**src/rtl/rxsw_pkg.sv**
```systemverilog
package rxsw_pkg;

    localparam int DATA_W   = 8;
    localparam int ADDR_W   = 5;
    localparam int NUM_TRIG = 3;
    localparam int NUM_PATH = 5;

    localparam logic [ADDR_W-1:0] ADDR_CTRL0   = 5'h00;
    localparam logic [ADDR_W-1:0] ADDR_TASSIGN = 5'h02;
    localparam logic [ADDR_W-1:0] ADDR_PMTRIG  = 5'h1C;

    typedef enum logic [1:0] {
        PM_NORMAL  = 2'b00,
        PM_RESTORE = 2'b01,
        PM_LOW     = 2'b10,
        PM_RSVD    = 2'b11
    } pmode_t;

    // Register-0 bit to receive path mapping (RX3 and RX4 are crossed).
    function automatic logic [NUM_PATH-1:0] path_map(input logic [4:0] r);
        logic [NUM_PATH-1:0] p;
        p[0] = r[0];
        p[1] = r[1];
        p[2] = r[3];
        p[3] = r[2];
        p[4] = r[4];
        return p;
    endfunction

endpackage

```
**src/rtl/rxsw_trig_ctrl.sv**
```systemverilog
module rxsw_trig_ctrl
    import rxsw_pkg::*;
#(
    parameter int N_TRIG = NUM_TRIG
) (
    input  logic              clk,
    input  logic              rst,
    input  logic              wr_en,
    input  logic              hit,
    input  logic [7:0]        wr_data,
    output pmode_t            mode_q,
    output logic [N_TRIG-1:0] mask_q,
    output logic [N_TRIG-1:0] strobe,
    output logic              restore
);

    logic wr_here;

    assign wr_here = wr_en && hit;
    assign restore = wr_here && (wr_data[7:6] == PM_RESTORE);
    assign strobe  = (wr_here && !restore) ? wr_data[N_TRIG-1:0] : '0;

    always_ff @(posedge clk) begin
        if (rst) begin
            mode_q <= PM_LOW;
            mask_q <= '0;
        end else if (restore) begin
            mode_q <= PM_NORMAL;
            mask_q <= '0;
        end else if (wr_here) begin
            mode_q <= pmode_t'(wr_data[7:6]);
            mask_q <= wr_data[2*N_TRIG-1:N_TRIG];
        end
    end

    // reset lands in low power with all masks cleared
    a_r1_reset_low_power: assert property (@(posedge clk)
        rst |=> (mode_q == PM_LOW) && (mask_q == '0));

    // restore request ends in normal mode
    a_r9_restore_normal: assert property (@(posedge clk) disable iff (rst)
        restore |=> (mode_q == PM_NORMAL) && (mask_q == '0));

endmodule

```
**src/rtl/rxsw_shadow_reg.sv**
```systemverilog
module rxsw_shadow_reg #(
    parameter int              W         = 8,
    parameter int              N_TRIG    = 3,
    parameter logic [W-1:0]    RESET_VAL = '0,
    localparam int             SEL_W     = $clog2(N_TRIG + 1)
) (
    input  logic              clk,
    input  logic              clr,
    input  logic              wr_en,
    input  logic [W-1:0]      wr_data,
    input  logic [SEL_W-1:0]  sel,
    input  logic [N_TRIG-1:0] mask,
    input  logic [N_TRIG-1:0] strobe,
    output logic [W-1:0]      active_q
);

    logic [W-1:0]      shadow_q;
    logic [N_TRIG-1:0] sel_hit;
    logic              direct;
    logic              commit;

    for (genvar t = 0; t < N_TRIG; t++) begin : g_sel
        assign sel_hit[t] = (sel == SEL_W'(t));
    end

    assign direct = ~|sel_hit || |(sel_hit & mask);
    assign commit = |(sel_hit & strobe);

    always_ff @(posedge clk) begin
        if (clr) begin
            shadow_q <= RESET_VAL;
            active_q <= RESET_VAL;
        end else if (wr_en) begin
            shadow_q <= wr_data;
            if (direct) active_q <= wr_data;
        end else if (commit) begin
            active_q <= shadow_q;
        end
    end

    // a staged write leaves the active copy untouched
    a_r3_staged_hold: assert property (@(posedge clk) disable iff (clr)
        (wr_en && !direct) |=> $stable(active_q));

    // a masked or unassigned write lands at once
    a_r4_direct_write: assert property (@(posedge clk) disable iff (clr)
        (wr_en && direct) |=> active_q == $past(wr_data));

    // the assigned trigger copies the shadow across
    a_r5_trigger_commit: assert property (@(posedge clk) disable iff (clr)
        (commit && !wr_en) |=> active_q == $past(shadow_q));

endmodule

```
**src/rtl/rxsw_path_decode.sv**
```systemverilog
module rxsw_path_decode
    import rxsw_pkg::*;
(
    input  logic [4:0]          ctrl,
    input  pmode_t              mode,
    output logic [NUM_PATH-1:0] path_en
);

    always_comb begin
        path_en = '0;
        if (mode == PM_NORMAL) path_en = path_map(ctrl);
    end

endmodule

```
**src/rtl/rxsw_ctrl_regs.sv**
```systemverilog
module rxsw_ctrl_regs
    import rxsw_pkg::*;
#(
    parameter int N_TRIG = NUM_TRIG,
    localparam int SEL_W = $clog2(N_TRIG + 1)
) (
    input  logic                clk,
    input  logic                rst,
    input  logic                soft_rst,
    input  logic                wr_en,
    input  logic [ADDR_W-1:0]   wr_addr,
    input  logic [DATA_W-1:0]   wr_data,
    input  logic [ADDR_W-1:0]   rd_addr,
    output logic [DATA_W-1:0]   rd_data,
    output logic [NUM_PATH-1:0] path_en
);

    logic              any_rst;
    logic              clr_all;
    pmode_t            mode_q;
    logic [N_TRIG-1:0] mask_q;
    logic [N_TRIG-1:0] strobe;
    logic              restore;
    logic [SEL_W-1:0]  assign_q;
    logic [DATA_W-1:0] ctrl0_q;
    logic [DATA_W-1:0] pm_rd;

    assign any_rst = rst || soft_rst;
    assign clr_all = any_rst || restore;

    rxsw_trig_ctrl #(.N_TRIG(N_TRIG)) u_trig (
        .clk     (clk),
        .rst     (any_rst),
        .wr_en   (wr_en),
        .hit     (wr_addr == ADDR_PMTRIG),
        .wr_data (wr_data),
        .mode_q  (mode_q),
        .mask_q  (mask_q),
        .strobe  (strobe),
        .restore (restore)
    );

    always_ff @(posedge clk) begin
        if (clr_all) assign_q <= '0;
        else if (wr_en && wr_addr == ADDR_TASSIGN) assign_q <= wr_data[SEL_W-1:0];
    end

    rxsw_shadow_reg #(.W(DATA_W), .N_TRIG(N_TRIG), .RESET_VAL('0)) u_ctrl0 (
        .clk      (clk),
        .clr      (clr_all),
        .wr_en    (wr_en && wr_addr == ADDR_CTRL0),
        .wr_data  (wr_data),
        .sel      (assign_q),
        .mask     (mask_q),
        .strobe   (strobe),
        .active_q (ctrl0_q)
    );

    rxsw_path_decode u_dec (
        .ctrl    (ctrl0_q[4:0]),
        .mode    (mode_q),
        .path_en (path_en)
    );

    always_comb begin
        pm_rd = '0;
        pm_rd[7:6] = mode_q;
        pm_rd[2*N_TRIG-1:N_TRIG] = mask_q;
    end

    always_comb begin
        rd_data = '0;
        case (rd_addr)
            ADDR_CTRL0:   rd_data = ctrl0_q;
            ADDR_TASSIGN: rd_data[SEL_W-1:0] = assign_q;
            ADDR_PMTRIG:  rd_data = pm_rd;
            default:      rd_data = '0;
        endcase
    end

    // no path enabled outside normal mode
    a_r8_paths_forced_off: assert property (@(posedge clk) disable iff (any_rst)
        (mode_q != PM_NORMAL) |-> (path_en == '0));

    // restore empties register 0 and its assignment
    a_r9_restore_clears: assert property (@(posedge clk) disable iff (any_rst)
        restore |=> (ctrl0_q == '0) && (assign_q == '0));

endmodule

```
**config.mk**
```make
export PLATFORM = sky130hd
export DESIGN_NAME = rxsw_ctrl_regs
export DESIGN_NICKNAME = d
export VERILOG_FILES = /design/src/rtl/rxsw_pkg.sv /design/src/rtl/rxsw_trig_ctrl.sv /design/src/rtl/rxsw_shadow_reg.sv /design/src/rtl/rxsw_path_decode.sv /design/src/rtl/rxsw_ctrl_regs.sv
export SDC_FILE = /design/constraint.sdc
export NUM_CORES = 1
export LEC_CHECK = 0
export CAP_MARGIN = 20
export CORE_ASPECT_RATIO = 1.4
export CORE_MARGIN = 2
export CORE_UTILIZATION = 46
export DETAILED_ROUTE_END_ITERATION = 10
export GPL_TIMING_DRIVEN = 0
export PLACE_DENSITY = 0.79
export SLEW_MARGIN = 30
export SYNTH_ARGS = -nofsm -noshare
export SYNTH_HDL_FRONTEND = slang
export SYNTH_SLANG_ARGS = --single-unit
```
**constraint.sdc**
```tcl
create_clock -name clk -period 2.15 [get_ports clk]
set_input_delay 0.5375 -clock clk [delete_from_list [all_inputs] [get_ports clk]]
set_output_delay 0.5375 -clock clk [all_outputs]
set_load 0.02 [all_outputs]
```
# Word-level counts from Yosys, hierarchy flattened
# Index checks and enable logic that the tools add are counted.
[totals]
ff_bits = 23
latchBits = 0
mem_bits_rw = 0
romBits = 0
out_inout_bits = 13
mem_count = 0
[classes]
n_addsub = 0
multipliers = 0
n_div = 0
order_cmp = 0
eq_ne = 8
n_shift = 0
n_mux = 9
bitwise = 2
n_reduce_logical = 21
[op_table]
columns = ["op", "count"]
rows = [
  ["$mux 8", 3],
  ["$pmux 6 s2", 1],
  ["$eq 5x2->1 const B", 2],
  ["$eq 5x5->1 const B", 2],
  ["$logic_not 5->1", 2],
  ["$reduce_or 3->1", 3],
  ["$and 3x3->3", 2],
  ["$logic_and 1x1->1", 5],
  ["$mux 5", 1],
  ["$eq 2x1->1 const B", 2],
  ["$logic_not 2->1", 2],
  ["$mux 2", 2],
  ["$pmux 2 s2", 1],
  ["$reduce_bool 2->1", 2],
  ["$logic_or 1x1->1", 3],
  ["$mux 3", 1],
  ["$eq 2x2->1 const B", 1],
  ["$logic_not 1->1", 2],
  ["$ne 2x2->1 const B", 1],
  ["$reduce_and 2->1", 1],
  ["$reduce_or 2->1", 1],
]

# Logic depth before layout (Yosys ltp)
# Gate-level depths: netlist of the first run.
[depth]
depth_word = 10
depth_mapped = 7
mapped_depth_nobuf = 5

# Modules after synthesis
# Synthesis of the first run repeated with hierarchy kept, for this count alone.
[unflattened]
hier_cells = 122
area_unflattened_um2 = 1167.4
[modules_own_cells]
columns = ["module", "n_inst", "cells_per_inst", "area_per_inst_um2"]
rows = [
  ["rxsw_shadow_reg", 1, 58, 651.9],
  ["rxsw_ctrl_regs", 1, 32, 252.7],
  ["rxsw_trig_ctrl", 1, 27, 225.2],
  ["rxsw_path_decode", 1, 5, 37.5],
]

# Worst setup path after synthesis of the first run
# No wires, ideal clock.
[synth_path]
kind = "input port to output port"
startpoint = "input port rd_addr[0]"
endpoint = "output port rd_data[3]"
arrival_ps = 1631
t_required_ps = 1612
setup_slack_ps = -18
path_stages = 3
path_cell_list = "or4_1 nor2_1 a22o_1"
[synth_between]
elab_chain_len = 2
[synth_rtl]
columns = ["element", "line_no", "text"]
rows = [
  ["from (decl)", "rxsw_ctrl_regs.sv:13", "input logic [ADDR_W-1:0] rd_addr,"],
  ["$eq 5x5->1 / $logic_not 5->1 (equally long branches)", "rxsw_ctrl_regs.sv:73", "case (rd_addr)"],
  ["$pmux 6 s2 (*)", "rxsw_ctrl_regs.sv:73", ""],
  ["to (decl)", "rxsw_ctrl_regs.sv:14", "output logic [DATA_W-1:0] rd_data,"],
]
# Mark *: on every way between the ends. The rest lies on a longest branch, timed or not.

# Final worst setup path of the first run
[layout_path]
startpoint = "input port rd_addr[4]"
endpoint = "output port rd_data[3]"
# Same word-level chain as after synthesis.

==> results.tsv, run 1 <==
metric	value	unit
status	finished with violations	
violations	setup timing	
switching_power	0.163	mW
io-pin-count	35	
place_congestion	0.811	
drive_above_1_share	0.275	
post-route-period-util	1.09	
h-tree-depth	1	
crit_chain	buf_6 > or4_4 > nor2_4 > buf_6 > buf_6 > a22o_1 > buf_6	
worstMarginPinSlew	0.369	ns
rsz0062_at_grt	yes	
cp_top_family	simple AND/OR/NAND/NOR gates	
cp.arrival	1.80	ns
cp_slowest_stage_delay	0.54	ns
hpwl	2060	um
initial_core_util	0.490	
syn_avg_cell_area	9.71	um^2
yosys_warnings	0	
p_comb_frac	0.117	
routedWlPerCell	14.3	um
cts_sinks	23	
areaGrowthSynthToFinish	43.1	%
crit_type	in -> out	
cpMostUsedCell	buf_6	
path_buf_inv	4	
hp-class	reg -> reg	
ys_seq_elements	23	
drv_cap	0	
worst_ep_required_time	1.61	ns
skew	0.00545	ns
synth_cell_types	27	
n_fill_cell	194	
p_leak	0.749	nW
powerDensity	419	nW/um^2
finalSetupViolCount	6	
synth_seq_area_share	0.389	
synth_nets	144	
ir_worst_vdd	0.000461	V
die_height	64.1	um
n_antenna_cell	0	
path_clk_slew	0.12	ns
period_minus_slack	2.34	ns
fin_area	1700	um^2
critPathSlowestCell	or4_4	
dpl_cell_area	1570	um^2
fmax	0.427	GHz
slew_viol_final	0	
clockBufferDepth	2	
final_common_cell	dfxtp_1	
die-width	46.9	um
p_int	0.548	mW
drt_iter0_markers	34	
critPathMaxFanout	4	
core_area	2420	um^2
overflow	0	
p_sw_frac	0.230	
rows	21	
clockPowerShare	0.281	
end_kind	output pin	
grt_max_degree	13	
synth_area	1180	um^2
postLayoutCoreUtil	0.701	
dr.pass1.iters	4	
first_global_vias	1041	
pwr-share-seq	0.602	
syn-instance-count	122	
vias_per_cell	5.32	
numPortBuffers	34	
die_area	3000	um^2
vias	1070	
final_cell_mix	23 x dfxtp_1, 18 x mux2i_1, 17 x nor2_1	
detail-route-antenna-nets	0	
tritoncts	built	
hold_viol	0	
cts-root-buf	clkbuf_4	
fin_ws	-0.190	ns
cts-buffers-inserted	3	
start_kind	primary input	
grt.total_usage	0.211	
worst_slew_margin_rel	0.753	
grt_first_pass_wirelength	4650	um
grt_antenna_before_repair	0	
nets	190	
totalWireLength	2870	um
remaining_drc_errors	0	
worstSkewPairLatency	0.31	ns
[sequential cells by signal (all words and copies together) (netlist names)]
| name | count |
|---|---|
| u_ctrl0.active_q | 8 |
| assign_q | 2 |
| u_ctrl0.shadow_q | 8 |
| u_trig.mask_q | 3 |
| u_trig.mode_q | 2 |
[worst paths after layout]
path                       startpoint  slack, ns  depth (start not counted)                  end
setup / recovery           rd_addr[4]      -0.19                          7           rd_data[3]
hold / removal    u_ctrl0.shadow_q[5]       0.50                          2  u_ctrl0.shadow_q[5]
setup reg to reg          assign_q[0]       0.59                          7  u_ctrl0.active_q[1]
hold reg to reg   u_ctrl0.shadow_q[5]       0.50                          2  u_ctrl0.shadow_q[5]
[cell usage after synthesis (all sizes together)]
master	number	area share
dfxtp	23	0.39
nor2	23	0.079
mux2i	18	0.15
o21ai	10	0.042
nor3	9	0.048
nor3b	8	0.084
and2	6	0.032
a22o	5	0.037
nand2	5	0.018
buf	4	0.040
a21oi	1	0.0042
and2b	1	0.0074
and3	1	0.0053
clkbuf	1	0.012
nand3b	1	0.0063
nand4	1	0.0053
nand4b	1	0.0074
nor4b	1	0.013
o21a	1	0.0063
or2b	1	0.0063
or4	1	0.0063
[cell families (layout without fill, tap and decap cells)]
family	after synthesis	count (layout)	synth area share
AO/OA/AOI/OAI	17	17	0.0898
buffers and inverters	5	50	0.0517
flip-flops	23	23	0.389
multiplexers	18	18	0.152
AND/OR/NAND/NOR	59	59	0.318
[worst register-to-register path, stage by stage (launching register included)]
cell and delay, ns:
dfxtp_1 0.48, or2b_1 0.14, a21oi_1 0.05, and3_1 0.19, buf_6 0.13, buf_12 0.13, nor3_1 0.24, nor3b_2 0.08
[power by group through the flow]
stage	Combinational [mW]	Sequential (mW)	Clock (mW)
6_report	0.0834	0.428	0.200
5_1_grt	0.0894	0.428	0.217
4_1_cts	0.0812	0.428	0.206
3_5_place_dp	0.0788	0.437	0
3_3_place_gp	0.0770	0.437	0
2_1_floorplan	0.0262	0.437	0
[routing by layer]
layer,share of wire,wire [um],global-route usage,vias to the layer above
li1,-,-,-,522
met1,0.41,1180,0.262,497
met2,0.52,1500,0.353,42
met3,0.044,127,0.0169,9
met4,0.024,70,0.0938,0
met5,0,0,0,-
[repair_timing]
action	in CTS	in global routing
setup buffers	4	3
hold buffers	0	0
gates resized for setup	68	12
setup endpoints to repair	13	15
pin swaps	4	4
[layout make-up]
cell class | instances | area (um^2) | area share
tap | 34 | 42.5 | 0.0251
sequential | 23 | 460 | 0.272
multi-input combinational | 94 | 707 | 0.417
timing repair buffer | 41 | 398 | 0.235
clock buffer | 4 | 26.3 | 0.0155
buffer | 5 | 61.3 | 0.0362
[per-stage QoR]
stage	TNS, ns	setup WS (ns)	total power, mW	hold slack (ns)	std cells
after CTS	-0.715	-0.209	0.715	0.507	198
after detailed placement	-11.50	-1.06	0.516	0.478	190
final	-0.673	-0.190	0.711	0.497	201
after global routing	-0.914	-0.227	0.735	0.530	201
after floorplan	0	0.0479	0.463	0.455	122
after global placement	-10.25	-1.05	0.514	0.472	190
No activity file was read; power rests on OpenSTA's default activity.
==> run 2, diff against run 1 <==
--- a/config.mk
+++ b/config.mk
@@ -8,10 +8,11 @@
 export CAP_MARGIN = 20
 export CORE_ASPECT_RATIO = 1.4
 export CORE_MARGIN = 2
-export CORE_UTILIZATION = 46
+export CORE_UTILIZATION = 52
 export DETAILED_ROUTE_END_ITERATION = 10
+export DONT_BUFFER_PORTS = 1
 export GPL_TIMING_DRIVEN = 0
-export PLACE_DENSITY = 0.79
+export PLACE_DENSITY = 0.68
 export SLEW_MARGIN = 30
 export SYNTH_ARGS = -nofsm -noshare
 export SYNTH_HDL_FRONTEND = slang
==> results.tsv, run 2 (same netlist as run 1, synthesis figures left out) <==
metric	value	unit	change
status	completed		
cts-root-buf	clkbuf_4		
path_buf_inv	0		-4
dr.pass1.iters	4		unchanged
drt_iter0_markers	17		-50%
postLayoutCoreUtil	0.599		-0.102
cp.arrival	1.59	ns	-0.21 ns
powerDensity	503	nW/um^2	+20%
finalSetupViolCount	0		-6
grt.total_usage	0.204		-0.00671
die_height	60.5	um	-5.6%
end_kind	output pin		
detail-route-antenna-nets	0		unchanged
drive_above_1_share	0.236		-0.0392
tritoncts	built		
finalNonFillerCells	149		-26%
path_clk_slew	0.11	ns	about the same
fmax	0.470	GHz	+10%
first_global_vias	863		-17%
routedWlPerCell	16.8	um	+17%
vias	902		-16%
nets	150		-21%
h-tree-depth	1		unchanged
fin_area	1300	um^2	-23%
worst_ep_required_time	1.61	ns	about the same
routed.top_layer	met4		
wl_met3	117	um	-7.9%
final_common_cell	dfxtp_1		
clockPowerShare	0.296		+0.015
holdBufCountCts	0		unchanged
cp_top_family	simple AND/OR/NAND/NOR gates		
critPathSlowestCell	or4_4		
p_leak	0.522	nW	-30%
totalWireLength	2500	um	-13%
startpoint	rd_addr[4]		
ir_worst_vdd	0.000307	V	-33%
areaGrowthSynthToFinish	10.0	%	
numPortBuffers	0		-100%
core_area	2180	um^2	-9.9%
worstMarginPinSlew	0.645	ns	+0.276 ns
rows	20		-4.8%
post-route-period-util	0.989		-0.0996
worstSkewPairLatency	0.31	ns	about the same
p_comb_frac	0.052		-0.065
clockBufferDepth	2		unchanged
crit_type	in -> out		
die_area	2680	um^2	-11%
final_cell_mix	23 x dfxtp_1, 21 x nor2_1, 18 x mux2i_1		
cts_sinks	23		unchanged
r2r_start	assign_q[0]		
p_sw_frac	0.216		-0.0140
vias_per_cell	6.05		+14%
remaining_drc_errors	0		unchanged
cts-buffers-inserted	3		unchanged
grt_max_degree	13		unchanged
drv_cap	0		unchanged
whs	0.341	ns	-0.156 ns
critPathMaxFanout	6		+2
fin_ws	0.0245	ns	+0.214 ns
wl_met2	1280	um	-15%
place_congestion	0.752		-7.3%
finalSetupTns	0	ns	+0.673 ns
hp-start	rst		
pwr-share-seq	0.652		+0.050
crit_chain	or4_4 > nor2_4 > and2_4		
n_fill_cell	201		+3.6%
start_kind	primary input		
overflow	0		unchanged
period_minus_slack	2.13	ns	-0.214 ns
grt_first_pass_wirelength	4000	um	-14%
io-pin-count	35		unchanged
skew	0.0104	ns	+0.00491 ns
hold_viol	0		unchanged
hpwl	1900	um	-7.6%
cp_slowest_stage_delay	0.54	ns	about the same
slew_viol_final	0		unchanged
pre_cts_ws	-0.121	ns	+0.937 ns
hp-class	in -> reg		
p_int	0.515	mW	-6.0%
grt_antenna_before_repair	0		unchanged
dpl_cell_area	1210	um^2	-23%
power	0.656	mW	-7.7%
initial_core_util	0.544		+0.0541
worst_slew_margin_rel	0.568		-0.185
reg_top3	u_ctrl0.active_q: 8 flops, u_ctrl0.shadow_q: 8 flops, u_trig.mask_q: 3 flops		
m1WireLength	1070	um	-9.3%
die-width	44.3	um	-5.4%
n_antenna_cell	0		unchanged
placedCellCount	144		-24%
switching_power	0.141	mW	-13%
[run 2: final timing paths]
| kind | cells after the start | slack [ns] | to |
|---|---|---|---|
| setup / recovery | 3 | 0.02 | rd_data[2] |
| hold / removal | 2 | 0.34 | u_trig.mode_q[1] |
| setup reg to reg | 7 | 0.64 | u_ctrl0.active_q[7] |
| hold reg to reg | 2 | 0.51 | u_ctrl0.shadow_q[6] |
[run 2: final cells by class]
class | instances | area [um^2] | share of cell area
timing repair buffer | 1 | 7.51 | 0.00576
sequential | 23 | 460 | 0.353
multi-input combinational | 94 | 721 | 0.553
tap | 22 | 27.5 | 0.0211
buffer | 5 | 61.3 | 0.0470
clock buffer | 4 | 26.3 | 0.0202
[run 2: what timing repair did]
item	CTS	global route
cloned	0	0
buffers inserted	0	1
gates resized for setup	7	6
pin swaps	0	3
setup endpoints to repair	6	5
[run 2: power by group through the flow]
stage / combinational [mW] / sequential [mW] / clock [mW]
after global routing: 0.0367 / 0.428 / 0.211
after CTS: 0.0327 / 0.428 / 0.200
after detailed placement: 0.0319 / 0.437 / 0
after global placement: 0.0312 / 0.437 / 0
final: 0.0340 / 0.428 / 0.194
after floorplan: 0.0262 / 0.437 / 0
[run 2: per-layer routing]
metal,vias to the layer above,GRT usage
met3,5,0.0357
met1,429,0.243
met4,0,0.0779
met5,-,0
li1,442,-
met2,26,0.361
==> run 3, diff against run 2 <==
--- a/config.mk
+++ b/config.mk
@@ -13,6 +13,7 @@
 export DONT_BUFFER_PORTS = 1
 export GPL_TIMING_DRIVEN = 0
 export PLACE_DENSITY = 0.68
+export SETUP_SLACK_MARGIN = 0.3
 export SLEW_MARGIN = 30
 export SYNTH_ARGS = -nofsm -noshare
 export SYNTH_HDL_FRONTEND = slang
==> results.tsv, run 3 (same netlist as run 1, synthesis figures left out) <==
metric	value	unit	change
status	completed		
slew_viol_final	0		unchanged
reg_top3	u_ctrl0.active_q: 8 flops, u_ctrl0.shadow_q: 8 flops, u_trig.mask_q: 3 flops		
grt_first_pass_wirelength	3800	um	-5.0%
worst_slew_margin_rel	0.587		+0.0183
powerDensity	501	nW/um^2	-0.46%
hp-class	in -> reg		
cts-root-buf	clkbuf_4		
totalWireLength	2420	um	-3.3%
cts-buffers-inserted	3		unchanged
drive_above_1_share	0.238		+0.00187
die-width	44.3	um	unchanged
pwr-share-seq	0.658		+0.006
worst_ep_required_time	1.61	ns	about the same
n_antenna_cell	0		unchanged
h-tree-depth	1		unchanged
period_minus_slack	2.07	ns	-0.0513 ns
vias_per_cell	5.99		-1.0%
rsz0062_at_grt	yes		
nets	149		-0.67%
cp_slowest_stage_delay	0.54	ns	about the same
grt.total_usage	0.192		-0.0121
fmax	0.482	GHz	+2.5%
drv_cap	0		unchanged
path_buf_inv	0		unchanged
hold_viol	0		unchanged
ir_worst_vdd	0.000418	V	+36%
final_common_cell	dfxtp_1		
cts_sinks	23		unchanged
io-pin-count	35		unchanged
crit_chain	or4_4 > nor2_4 > and2_4		
vias	887		-1.7%
p_int	0.514	mW	-0.14%
core_area	2180	um^2	unchanged
cp_top_family	simple AND/OR/NAND/NOR gates		
dpl_cell_area	1270	um^2	+4.5%
areaGrowthSynthToFinish	9.61	%	
whs	0.333	ns	-0.00837 ns
p_sw_frac	0.210		-0.00550
skew	0.00191	ns	-0.00846 ns
overflow	0		unchanged
worstSkewPairLatency	0.30	ns	about the same
post-route-period-util	0.965		-0.0239
power	0.650	mW	-0.84%
first_global_vias	879		+1.9%
final_cell_mix	23 x dfxtp_1, 20 x nor2_1, 18 x mux2i_1		
grt_max_degree	13		unchanged
cp.arrival	1.54	ns	-0.05 ns
initial_core_util	0.544		unchanged
p_leak	0.518	nW	-0.80%
place_congestion	0.731		-2.8%
finalSetupTns	0	ns	unchanged
die_height	60.5	um	unchanged
hpwl	1890	um	-0.28%
end_kind	output pin		
crit_type	in -> out		
finalNonFillerCells	148		-0.67%
drt_iter0_markers	12		-5
critPathMaxFanout	6		unchanged
finalSetupViolCount	0		unchanged
numPortBuffers	0		unchanged
postLayoutCoreUtil	0.597		-0.00230
fin_area	1300	um^2	-0.38%
routedWlPerCell	16.3	um	-2.7%
post_cts_buffers	0		unchanged
path_clk_slew	0.12	ns	about the same
p_comb_frac	0.050		-0.002
critPathSlowestCell	or4_4		
grt_antenna_before_repair	0		unchanged
placedCellCount	144		unchanged
pre_cts_ws	0.0421	ns	+0.163 ns
worstMarginPinSlew	0.618	ns	-0.0274 ns
clockBufferDepth	2		unchanged
dr.pass1.iters	5		+1
tritoncts	built		
start_kind	primary input		
clockPowerShare	0.292		-0.004
fin_ws	0.0758	ns	+0.0513 ns
detail-route-antenna-nets	0		unchanged
switching_power	0.137	mW	-3.4%
die_area	2680	um^2	unchanged
remaining_drc_errors	0		unchanged
rows	20		unchanged
## run 3: changes by cell type in the layout (fill, tap and decap cells not counted), sizes merged
cell	previous run	this run
buf	5	4
## run 3: layer usage
| metal | track usage | up-vias | share of wire |
|---|---|---|---|
| li1 | - | 441 | - |
| met1 | 0.225 | 418 | 0.40 |
| met2 | 0.357 | 28 | 0.54 |
| met3 | 0.0298 | 0 | 0.061 |
| met4 | 0.0519 | 0 | 0 |
| met5 | 0 | - | 0 |
## run 3: worst register-to-register path, delay by kind of cell (launching register included)
family	cells	cell delay (ns)
AND/OR/NAND/NOR	3	0.58
AO/OA/AOI/OAI	2	0.18
buffers and inverters	2	0.24
flip-flops	1	0.40
## run 3: repair_timing
action / CTS / global route
pin swaps: 1 / 0
hold buffers: 0 / 0
setup endpoints to repair: 8 / 10
gates resized for setup: 0 / 1
hold endpoints to repair: 0 / 0
## run 3: area by class of cell
cell class,count,area (um^2)
Buffer,5,61.3
Clock buffer,4,26.3
Multi-Input combinational cell,94,723
Tap cell,22,27.5
Sequential cell,23,460
Fill cell,207,878
## run 3: power by group through the flow
stage               Clock (mW)  Combinational [mW]  Sequential [mW]
floorplan                    0              0.0279            0.437
global placement             0              0.0323            0.437
detailed placement           0              0.0333            0.437
CTS                      0.202              0.0334            0.428
global route             0.217              0.0359            0.428
finish                   0.190              0.0328            0.428
## run 3: path summary, 6_finish.rpt
check	from	endpoint	slack (ns)	depth (start not counted)
setup / recovery	rd_addr[0]	rd_data[2]	0.08	3
setup reg to reg	assign_q[0]	u_ctrl0.active_q[7]	0.64	7
hold / removal	rst	u_trig.mode_q[1]	0.33	2
hold reg to reg	u_ctrl0.shadow_q[0]	u_ctrl0.shadow_q[0]	0.52	2
